$ cat config.mk
export PLATFORM = sky130hd
export DESIGN_NAME = cfg_eeprom_reader
export DESIGN_NICKNAME = d
export VERILOG_FILES = /design/src/rtl/cfg_eeprom_reader.sv
export SDC_FILE = /design/constraint.sdc
export NUM_CORES = 1
export LEC_CHECK = 0
export BUFFER_PORTS_ARGS = -buffer_cell sky130_fd_sc_hd__buf_2
export CORE_MARGIN = 1.5
export CORE_UTILIZATION = 50
export DETAILED_ROUTE_END_ITERATION = 7
export PLACE_DENSITY = 0.75
export SLEW_MARGIN = 20
export SYNTH_ARGS = -nofsm -noshare
export SYNTH_HDL_FRONTEND = slang
export SYNTH_SLANG_ARGS = --single-unit
$ cat constraint.sdc
create_clock -name clk -period 2.6 [get_ports clk]
set_input_delay 0.26 -clock clk [delete_from_list [all_inputs] [get_ports clk]]
set_output_delay 0.26 -clock clk [all_outputs]
set_load 0.05 [all_outputs]
$ cat src/rtl/cfg_eeprom_reader.sv
`timescale 1ns/1ps
module cfg_eeprom_reader #(
  parameter int          DIV      = 4,
  parameter logic [15:0] SIG      = 16'h8129,
  parameter bit          AUTOLOAD = 1'b1
)(
  input  logic        clk,
  input  logic        rst_n,
  input  logic        start,
  input  logic [7:0]  addr,
  output logic [15:0] rdata,
  output logic        done,
  output logic        busy,
  output logic        wide_addr,
  output logic [47:0] mac_addr,
  output logic        mac_valid,
  output logic        ee_cs,
  output logic        ee_sk,
  output logic        ee_di,
  input  logic        ee_do
);
  localparam int             DCW     = (DIV > 1) ? $clog2(DIV) : 1;
  localparam logic [DCW-1:0] DLAST   = DCW'(DIV - 1);
  localparam logic [2:0]     AL_DONE = 3'd4;

  logic           run;
  logic [DCW-1:0] dcnt;
  logic [6:0]     ph;
  logic [7:0]     a_q;
  logic           w_q;
  logic [15:0]    sh;
  logic [2:0]     al;
  logic           wide;
  logic [7:0]     go_addr;
  logic           go_w;

  wire        tick    = run && (dcnt == DLAST);
  wire [6:0]  ncmd    = w_q ? 7'd11 : 7'd9;
  wire [6:0]  cmd_end = ncmd << 1;
  wire [6:0]  last_ph = cmd_end + 7'd33;
  wire [10:0] cmd     = w_q ? {3'b110, a_q} : {2'b00, 3'b110, a_q[5:0]};
  wire [6:0]  bidx    = ncmd - 7'd1 - ((ph - 7'd1) >> 1);
  wire [10:0] cmd_sh  = cmd >> bidx;
  wire        in_cmd  = (ph != 7'd0) && (ph <= cmd_end);
  wire        hi_ph   = (ph != 7'd0) && !ph[0];
  wire        fin     = tick && (ph == last_ph);
  wire        smp     = tick && hi_ph && (ph > cmd_end);
  wire        al_go   = !run && (al != AL_DONE);
  wire        usr_go  = !run && (al == AL_DONE) && start;

  always_comb begin
    go_addr = addr;
    go_w    = wide;
    case (al)
      3'd0: begin go_addr = 8'd0; go_w = 1'b1; end
      3'd1: go_addr = 8'd7;
      3'd2: go_addr = 8'd8;
      3'd3: go_addr = 8'd9;
      default: ;
    endcase
  end

  assign ee_cs     = run;
  assign ee_sk     = run && hi_ph;
  assign ee_di     = run && in_cmd && cmd_sh[0];
  assign busy      = run || (al != AL_DONE);
  assign mac_valid = AUTOLOAD && (al == AL_DONE);
  assign wide_addr = wide;

  always_ff @(posedge clk or negedge rst_n) begin
    if (!rst_n) begin
      run      <= 1'b0;
      dcnt     <= '0;
      ph       <= '0;
      a_q      <= '0;
      w_q      <= 1'b0;
      sh       <= '0;
      al       <= AUTOLOAD ? 3'd0 : AL_DONE;
      wide     <= 1'b0;
      rdata    <= '0;
      done     <= 1'b0;
      mac_addr <= '0;
    end else begin
      done <= 1'b0;
      if (al_go || usr_go) begin
        run  <= 1'b1;
        dcnt <= '0;
        ph   <= '0;
        a_q  <= go_addr;
        w_q  <= go_w;
      end else if (run) begin
        dcnt <= tick ? '0 : dcnt + 1'b1;
        if (tick) ph <= ph + 7'd1;
        if (smp)  sh <= {sh[14:0], ee_do};
        if (fin) begin
          run   <= 1'b0;
          rdata <= sh;
          done  <= (al == AL_DONE);
          if (al != AL_DONE) begin
            al <= al + 3'd1;
            case (al)
              3'd0:    wide            <= (sh == SIG);
              3'd1:    mac_addr[47:32] <= {sh[7:0], sh[15:8]};
              3'd2:    mac_addr[31:16] <= {sh[7:0], sh[15:8]};
              default: mac_addr[15:0]  <= {sh[7:0], sh[15:8]};
            endcase
          end
        end
      end
    end
  end
endmodule

-- After elaboration in Yosys (flattened, before gate mapping)
Cells that the tools add are included.
W data, S select, Z words.
- shift-type cells: 1
- add/sub/neg operators: 7
- bitwise operators: 2
- muxes and demuxes: 16
- reductions and logical operators: 29
- magnitude comparators: 2
- eq/ne operators: 8
- operators by type and width (kind ; number):
    $pmux W8 S4 ; 1
    $mux W7 ; 3
    $reduce_and A5 Y1 ; 4
    $eq A16 B16 Y1 const B ; 1
    $logic_and A1 B1 Y1 ; 12
    $mux W11 ; 1
    $shr A11 B7 Y1 ; 1
    $mux W2 ; 4
    $add A5 B6 Y7 const B ; 1
    $add A7 B1 Y7 const B ; 1
    $eq A7 B7 Y1 ; 1
    $gt A7 B5 Y1 ; 1
    $le A7 B5 Y1 ; 1
    $mux W1 ; 7
    $reduce_bool A7 Y1 ; 1
    $sub A7 B1 Y7 const B ; 1
    $sub A7 B6 Y7 ; 1
    $eq A3 B2 Y1 const B ; 2
    $reduce_and A3 Y1 ; 2
    $sub A4 B1 Y5 const B ; 1
    $reduce_and A4 Y1 ; 1
    $reduce_bool A2 Y1 ; 2
    $add A3 B1 Y3 const B ; 1
    $eq A3 B1 Y1 const B ; 1
    other kinds (10) ; 13
- flip-flop bits (word level): 104
- output and inout port bits: 71
- bits of input ports: 12
- logic and storage cells: 78

-- Depth between registers and ports, before layout
Gate-level depths: netlist of the first run.
- word-level depth: 7
- gate-level depth with buffers: 9
- mapped depth without buffers: 9

-- Least setup slack after synthesis of the first run
No wires, ideal clock.
- kind: register -> output
- start point: register ph[0]
- end point: output ee_di
- stages on the path, launching flop included: 9
- setup slack: -0.423 ns
- required time: 2.340 ns
- buffers on the path: 0
- data arrival time: 2.763 ns
- path through: dfrtp_1 inv_1 ha_1 fa_1 mux4_2 nand2b_1 mux2i_1 a211oi_1 and3_1
- longest elaborated chain between the ends: 4
- elaborated cells on any way between the ends: 8
- classes of those cells: add/sub: 2; order compare: 1; shift: 1; reduce/logical: 4
- ends and longest elaborated chain (item ; line ; text):
    start: declaration ; 28 ; logic [6:0] ph;
    start signal: assignment ; 93 ; if (tick) ph <= ph + 7'd1;
    $sub A7 B1 Y7, or another cell as far along ; 42 ; wire [6:0] bidx = ncmd - 7'd1 - ((ph - 7'd1) >> 1);
    $sub A7 B6 Y7 / $logic_and A1 B1 Y1 (equally long branches) ; 42, 44 ;
    $shr A11 B7 Y1 / $logic_and A1 B1 Y1 (equally long branches) ; 43, 65 ;
    $logic_and A1 B1 Y1 (*) ; 65 ; assign ee_di = run && in_cmd && cmd_sh[0];
    end: declaration ; 19 ; output logic ee_di,
Every way passes the cells marked *; elsewhere a longest branch is shown, timed or not.

-- Final worst setup path of the first run
- start point: register ph[1]
- end point: output ee_di
Same word-level chain as after synthesis.

==> summary.md, run 1 <==
| Metric | Value |
|---|---|
| Outcome | complete, but fails checks |
| Failing checks | negative setup slack |
| Drt total wl | 9300 µm |
| Die Span X | 98.5 µm |
| PwrDens | 856 nW/µm² |
| Max frequency | 314 MHz |
| Final core occ | 0.625 |
| Avg Cell Area, Syn | 13.0 µm² |
| H-tree lvl count | 3 |
| RR Startpoint | ph[2] |
| First-pass GRT wire length | 15600 µm |
| Slew headroom | 0.600 |
| ANT cells | 0 |
| Pleak | 2.92 nW |
| Synthesized area | 4560 µm² |
| R2R setup slack | 130 ps |
| WL/cell | 16.6 µm |
| Main flop type after synthesis | dfrtp_1 |
| CP Buf/Inv Count | 2 |
| Slew @ Worst Pin | 600 ps |
| CTS Buf Count | 9 |
| Die area | 9700 µm² |
| CTS Buffer Depth | 2 |
| Synth cell types | 43 |
| Vias in the first global route | 3103 |
| I/O pins | 83 |
| VDD IR-drop max | 0.459 mV |
| MaxCap Viol Count | 0 |
| Worst Path Required | 2340 ps |
| Starting Density | 0.520 |
| Switch share | 0.350 |
| #FFs+latches synth | 104 |
| Class of the worst hold path | in2reg |
| Share of layout cells above drive strength 1 | 0.466 |
| Setup TNS | -589 ps |
| Fin. Hold Viols | 0 |
| EDFF count, synth | 0 |
| Asr flop ratio synth | 1.00 |
| Final setup vio count | 1 |
| Max-slew violations | 0 |
| Crit. End Element | output pin |
| Cell breakdown of the critical path | inv_2 -> ha_4 -> xnor2_4 -> fa_2 -> mux4_2 -> nand2b_1 -> mux2i_1 -> a211oi_1 -> and3_4 -> buf_6 |
| Max Clock Skew | 14.0 ps |
| Combinational fraction of design power | 0.351 |
| Clock transition at the registers of the reported paths | 100 ps |
| Final ANT Viol Nets | 0 |
| Commonest non-fill, non-tap cell in the layout | dfrtp_1 |
| Ys Warns | 0 |
| Yosys top cell area share | 0.571 |
| Buffers added on ports | 82 |
| Post-Syn Nets | 375 |
| TritonCTS clock tree | yes |
| Clock Power Share | 0.227 |
| Tcrit/Tclk final | 1.23 |
| Worst setup path class | reg2out |
| Detailed Place HPWL | 6560 µm |
| DR iter-0 viols | 130 |
| Area growth syn-to-layout | 20.1% |
| Internal | 3.05 mW |
| Nets | 473 |
| Synth area leader | dfrtp_1 |
| Critical path startpoint category | register |
| Die Ht | 98.5 µm |
| Register area share after synthesis | 0.571 |
| Core ar. | 8760 µm² |
| Largest net degree at the start of global routing | 59 |
| Final worst slack | -589 ps |
| Sequential power share | 0.422 |
| CP startpoint | ph[1] |
| Largest fanout on the critical path | 3 |
| Slowest stage delay, CP | 580 ps |
| Dpl ws | -264 ps |
| Cell Rows | 34 |
| Commonest cells after routing, fill and taps aside | dfrtp_1, mux2_2, buf_2 |
| Crit path DAT | 2930 ps |
| GPL Wtd Cong | 0.841 |
| Cell family with most CP delay | adder cells |
| Via/cell ratio | 5.43 |
| Critical-path top delay cell | fa_2 |
| Critical path depth in cells | 10 |
| Cells after Synth | 350 |
| Leading post-synthesis cells by cell area | dfrtp_1, mux2_2, ha_1 |
| Clock sinks | 104 |
| Sw power | 1.64 mW |
| Routed vias | 3049 |
| Worst R2R Path Depth | 7 |
| Reg-to-Reg End | mac_addr[31] |
| DR DRC count | 0 |
| CTS root buf | clkbuf_8 |
| Initial antenna violation count | 0 |
| Drt pass-1 iters | 4 |
| Clk_lat worst skew | 370 ps |
| Final Critical Period | 3190 ps |
| GRT Total Usage | 0.207 |
| RSZ-0062 raised after global routing | true |
| Overflow after GRT | 0 |
| Crit path capture | ee_di |
-- cells by family after synthesis --
logic type	count (synthesis)	synth area share
AO/OA/AOI/OAI	31	0.0403
XOR/XNOR	9	0.0173
adder cells (fa/ha/maj)	13	0.0373
buffers and inverters	23	0.0258
flip-flops	104	0.571
multiplexers	84	0.212
AND/OR/NAND/NOR	86	0.0966
-- worst min path at each step --
stage	startpoint	endpoint	slack (ps)	cells after the start
after global routing	ee_do	sh[0]	100	2
after detailed placement	rst_n	ph[1]	310	1
final	addr[7]	a_q[7]	110	3
after global placement	rst_n	ph[0]	310	1
after floorplan	rst_n	a_q[0]	-40	0
after CTS	addr[7]	a_q[7]	90	3
-- cell type report --
cell class,count,area [µm²]
clock inverters,7,90.1
inverters,9,33.8
fillers,678,3290
clock buffers,9,124
multi-input cells,223,1890
well taps,108,135
flip-flops and latches,104,2600
repair buffers,101,602
-- Yosys cell counts, types with 2 or more instances --
cell / count
a211oi_1: 2
a21oi_1: 10
a31oi_1: 3
and2_1: 4
and3_1: 3
buf_2: 4
buf_4: 2
clkbuf_1: 6
dfrtp_1: 104
ha_1: 12
inv_1: 9
mux2_2: 80
mux2i_1: 2
mux4_2: 2
nand2_1: 22
nand2b_1: 3
nand3_1: 7
nand4_1: 2
nor2_1: 21
nor2b_1: 2
nor3_1: 8
nor3b_1: 2
nor4bb_1: 2
o21ai_0: 11
or2_2: 2
xnor2_1: 5
xor2_1: 4
-- worst reg2reg max path, cell delays in order, from the launching register on --
cell and delay (ps):
dfrtp_1 450, buf_4 190, ha_1 310, or4b_4 500
nor2_4 160, and3_1 220, buf_12 170, mux2_2 350
-- power groups by stage --
stage | registers, mW | clock network [mW] | logic, mW
floorplan | 1.98 | 0 | 1.16
global placement | 2.00 | 0 | 1.54
detailed placement | 2.01 | 0 | 1.61
CTS | 1.98 | 1.10 | 1.65
global route | 2.01 | 1.16 | 1.84
finish | 1.98 | 1.07 | 1.64
-- routing by layer --
metal	up-vias	track usage	part of all wire
met3	13	0.0631	0.055
li1	1417	-	-
met1	1529	0.284	0.45
met2	90	0.319	0.47
met5	-	0	0
met4	0	0.0628	0.017
-- through the flow --
| step | hold slack (ps) | total power [mW] | instance area, µm² | cells |
|---|---|---|---|---|
| floorplan | -35.6 | 3.13 | 4610 | 350 |
| global placement | 307 | 3.54 | 5240 | 543 |
| detailed placement | 313 | 3.62 | 5240 | 543 |
| CTS | 92.6 | 4.73 | 5480 | 561 |
| global route | 98.6 | 5.01 | 5480 | 561 |
| finish | 115 | 4.69 | 5480 | 561 |
-- registers in the layout, summed over array words and instances (netlist names) --
name,count
sh,16
a_q,8
mac_addr,48
al,3
rdata,16
dcnt,2
wide_addr,1
ee_cs,1
ph,7
done,1
w_q,1
-- what timing repair did --
action / 4_1_cts / 5_1_grt
setup buffers: 1 / 0
hold buffers: 1 / 0
pin swaps: 2 / 0
gates resized for setup: 2 / 0
setup endpoints to repair: 1 / 1
endpoints found under the hold margin: 46 / 0
No activity file was read; power rests on OpenSTA's default activity.
==> run 2: changes to the inputs <==
- ABC_AREA: not set -> 1
==> summary.md, run 2 <==
| Metric | Value |
|---|---|
| RR Startpoint | w_q |
| EDFF count, synth | 0 |
| Most frequent cells after synthesis | nand2_1, dfrtp_1, o21ai_0, inv_1 |
| Drt pass-1 iters | 4 |
| ANT cells | 0 |
| Routed vias | 3652 |
| I/O pins | 83 |
| Hold Crit Depth | 3 |
| Largest fanout on the critical path | 4 |
| Synth area leader | dfrtp_1 |
| Die Ht | 99.4 µm |
| Leading post-synthesis cells by cell area | dfrtp_1, nand2_1, o21ai_0 |
| Share of layout cells above drive strength 1 | 0.297 |
| Vias in the first global route | 3544 |
| Tcrit/Tclk final | 1.08 |
| Cell breakdown of the critical path | inv_2 -> ha_4 -> xnor2_4 -> fa_2 -> buf_6 -> nand2_2 -> nand3_2 -> nand3_1 -> nand2_1 -> nand2_1 -> nand2_2 -> nor2_4 -> buf_8 |
| PwrDens | 487 nW/µm² |
| Max frequency | 357 MHz |
| Synth cell types | 35 |
| Placement Cell Area | 5160 µm² |
| Register area | 2600 µm² |
| Slowest stage delay, CP | 500 ps |
| Overflow after GRT | 0 |
| Final core occ | 0.623 |
| Cell family with most CP delay | adder cells |
| Max Clock Skew | 13.1 ps |
| Multi-input logic area | 1870 µm² |
| GRT Total Usage | 0.218 |
| Worst R2R Path Depth | 9 |
| DR DRC count | 0 |
| Critical path startpoint category | register |
| Commonest cells after routing, fill and taps aside | nand2_1, dfrtp_1, buf_2 |
| Most numerous cell in the Yosys netlist | nand2_1 |
| Die area | 9870 µm² |
| WL/cell | 14.9 µm |
| Register area share after synthesis | 0.561 |
| VDD IR-drop max | 0.316 mV |
| Main flop type after synthesis | dfrtp_1 |
| Initial antenna violation count | 0 |
| Clk_lat worst skew | 360 ps |
| Crit path DAT | 2540 ps |
| Max-slew violations | 0 |
| Commonest non-fill, non-tap cell in the layout | nand2_1 |
| CTS root buf | clkbuf_8 |
| Failing checks | negative setup slack |
| Die Span X | 99.4 µm |
| First-pass GRT wire length | 17100 µm |
| TritonCTS clock tree | yes |
| R2R setup slack | 430 ps |
| Critical path depth in cells | 13 |
| Final Total Pwr | 2.68 mW |
| Fin. Hold Viols | 0 |
| Worst Path Required | 2340 ps |
| Pleak | 2.80 nW |
| Final setup vio count | 1 |
| Clock transition at the registers of the reported paths | 100 ps |
| Detailed Place HPWL | 7200 µm |
| Via/cell ratio | 5.27 |
| CTS Buffer Depth | 2 |
| Nets | 606 |
| Avg Cell Area, Syn | 9.42 µm² |
| CTS Buf Count | 9 |
| Dpl ws | 17.3 ps |
| CP Buf/Inv Count | 3 |
| Cells after Synth | 493 |
| MaxCap Viol Count | 0 |
| Clock sinks | 104 |
| Final Critical Period | 2800 ps |
| Slew headroom | 0.555 |
| H-tree lvl count | 3 |
| Max FFs per register | 48 |
| CP startpoint | ph[0] |
| Core ar. | 8850 µm² |
| Crit. End Element | output pin |
| Area growth syn-to-layout | 18.8% |
| Synthesized area | 4640 µm² |
| Fill cells | 737 |
| Cell Rows | 34 |
| Worst setup path class | reg2out |
| DR iter-0 viols | 194 |
| Asr flop ratio synth | 1.00 |
| Reg-to-Reg End | mac_addr[21] |
| Ys Warns | 0 |
| Buffers added on ports | 82 |
| Yosys top cell area share | 0.561 |
| RSZ-0062 raised after global routing | true |
| Crit path capture | ee_di |
| GPL Wtd Cong | 0.912 |
| Critical-path top delay cell | fa_2 |
| Drt total wl | 10300 µm |
| Final ANT Viol Nets | 0 |
| Post-Syn Nets | 518 |
| Class of the worst hold path | in2reg |
| Starting Density | 0.525 |
| Slew @ Worst Pin | 663 ps |
| #FFs+latches synth | 104 |
| Final worst slack | -201 ps |
| Setup TNS | -201 ps |
| Post-route cell area | 5520 µm² |
| Top reg by flops | mac_addr |
| Largest net degree at the start of global routing | 54 |
| Regs by FF count | mac_addr (48), rdata (16), sh (16) |
| Outcome | complete, but fails checks |
==> run 2: cell families (layout without fill, tap and decap cells) <==
family / after synthesis / in the layout / share of synthesized area
buffers and inverters: 61 / 153 / 0.0588
XOR/XNOR: 4 / 4 / 0.00755
adder cells (fa/ha/maj): 13 / 13 / 0.0367
AO/OA/AOI/OAI: 109 / 109 / 0.135
flip-flops: 104 / 104 / 0.561
AND/OR/NAND/NOR: 202 / 202 / 0.201
==> run 2: report_power, final <==
group | internal, mW | leakage, nW | switching, mW
registers | 1.62 | 1.43 | 0.000390
logic | 0.0106 | 1.27 | 0.0350
clock network | 0.477 | 0.0969 | 0.545
total | 2.10 | 2.80 | 0.580
==> run 2: layout make-up <==
cell class,count,area share
Multi-Input combinational cell,328,0.339
Tap cell,108,0.0245
Sequential cell,104,0.472
Timing Repair Buffer,96,0.0991
Inverter,42,0.0288
Clock buffer,10,0.0250
Clock inverter,5,0.0118
==> run 2: stage by stage <==
stage,cells,hold WS [ps]
2_1_floorplan,493,-35.6
3_3_place_gp,673,332
3_5_place_dp,673,342
4_1_cts,691,110
5_1_grt,693,132
6_report,693,119
==> run 2: worst min path at each step <==
stage | startpoint | to
finish | addr[6] | a_q[6]
global route | addr[4] | a_q[4]
CTS | addr[6] | a_q[6]
detailed placement | rst_n | a_q[7]
global placement | rst_n | a_q[7]
floorplan | rst_n | a_q[0]
==> run 2: timing repair <==
action                                  4_1_cts  5_1_grt
setup buffers                                 2        2
pin swaps                                     3       10
gates resized for setup                      10       16
endpoints found under the setup margin        1        1
hold endpoints to repair                     51        0
hold buffers                                  1        0
gates cloned                                  0        0
==> run 2: routing by layer <==
layer	wire length, µm	vias up	part of all wire	GRT usage
met5	0	-	0	0
met4	162	0	0.016	0.0650
met3	507	16	0.049	0.0485
met2	5020	93	0.49	0.354
met1	4620	1762	0.45	0.297
li1	-	1781	-	-
==> run 2: worst reg2reg max path: cells and delay by family, from the launching register on <==
kind	cells	cell delay, ps
buffers and inverters	2	220
AOI/OAI and AO/OA	1	100
adders and majority gates	1	330
DFF	1	490
and+or+nand+nor	5	910
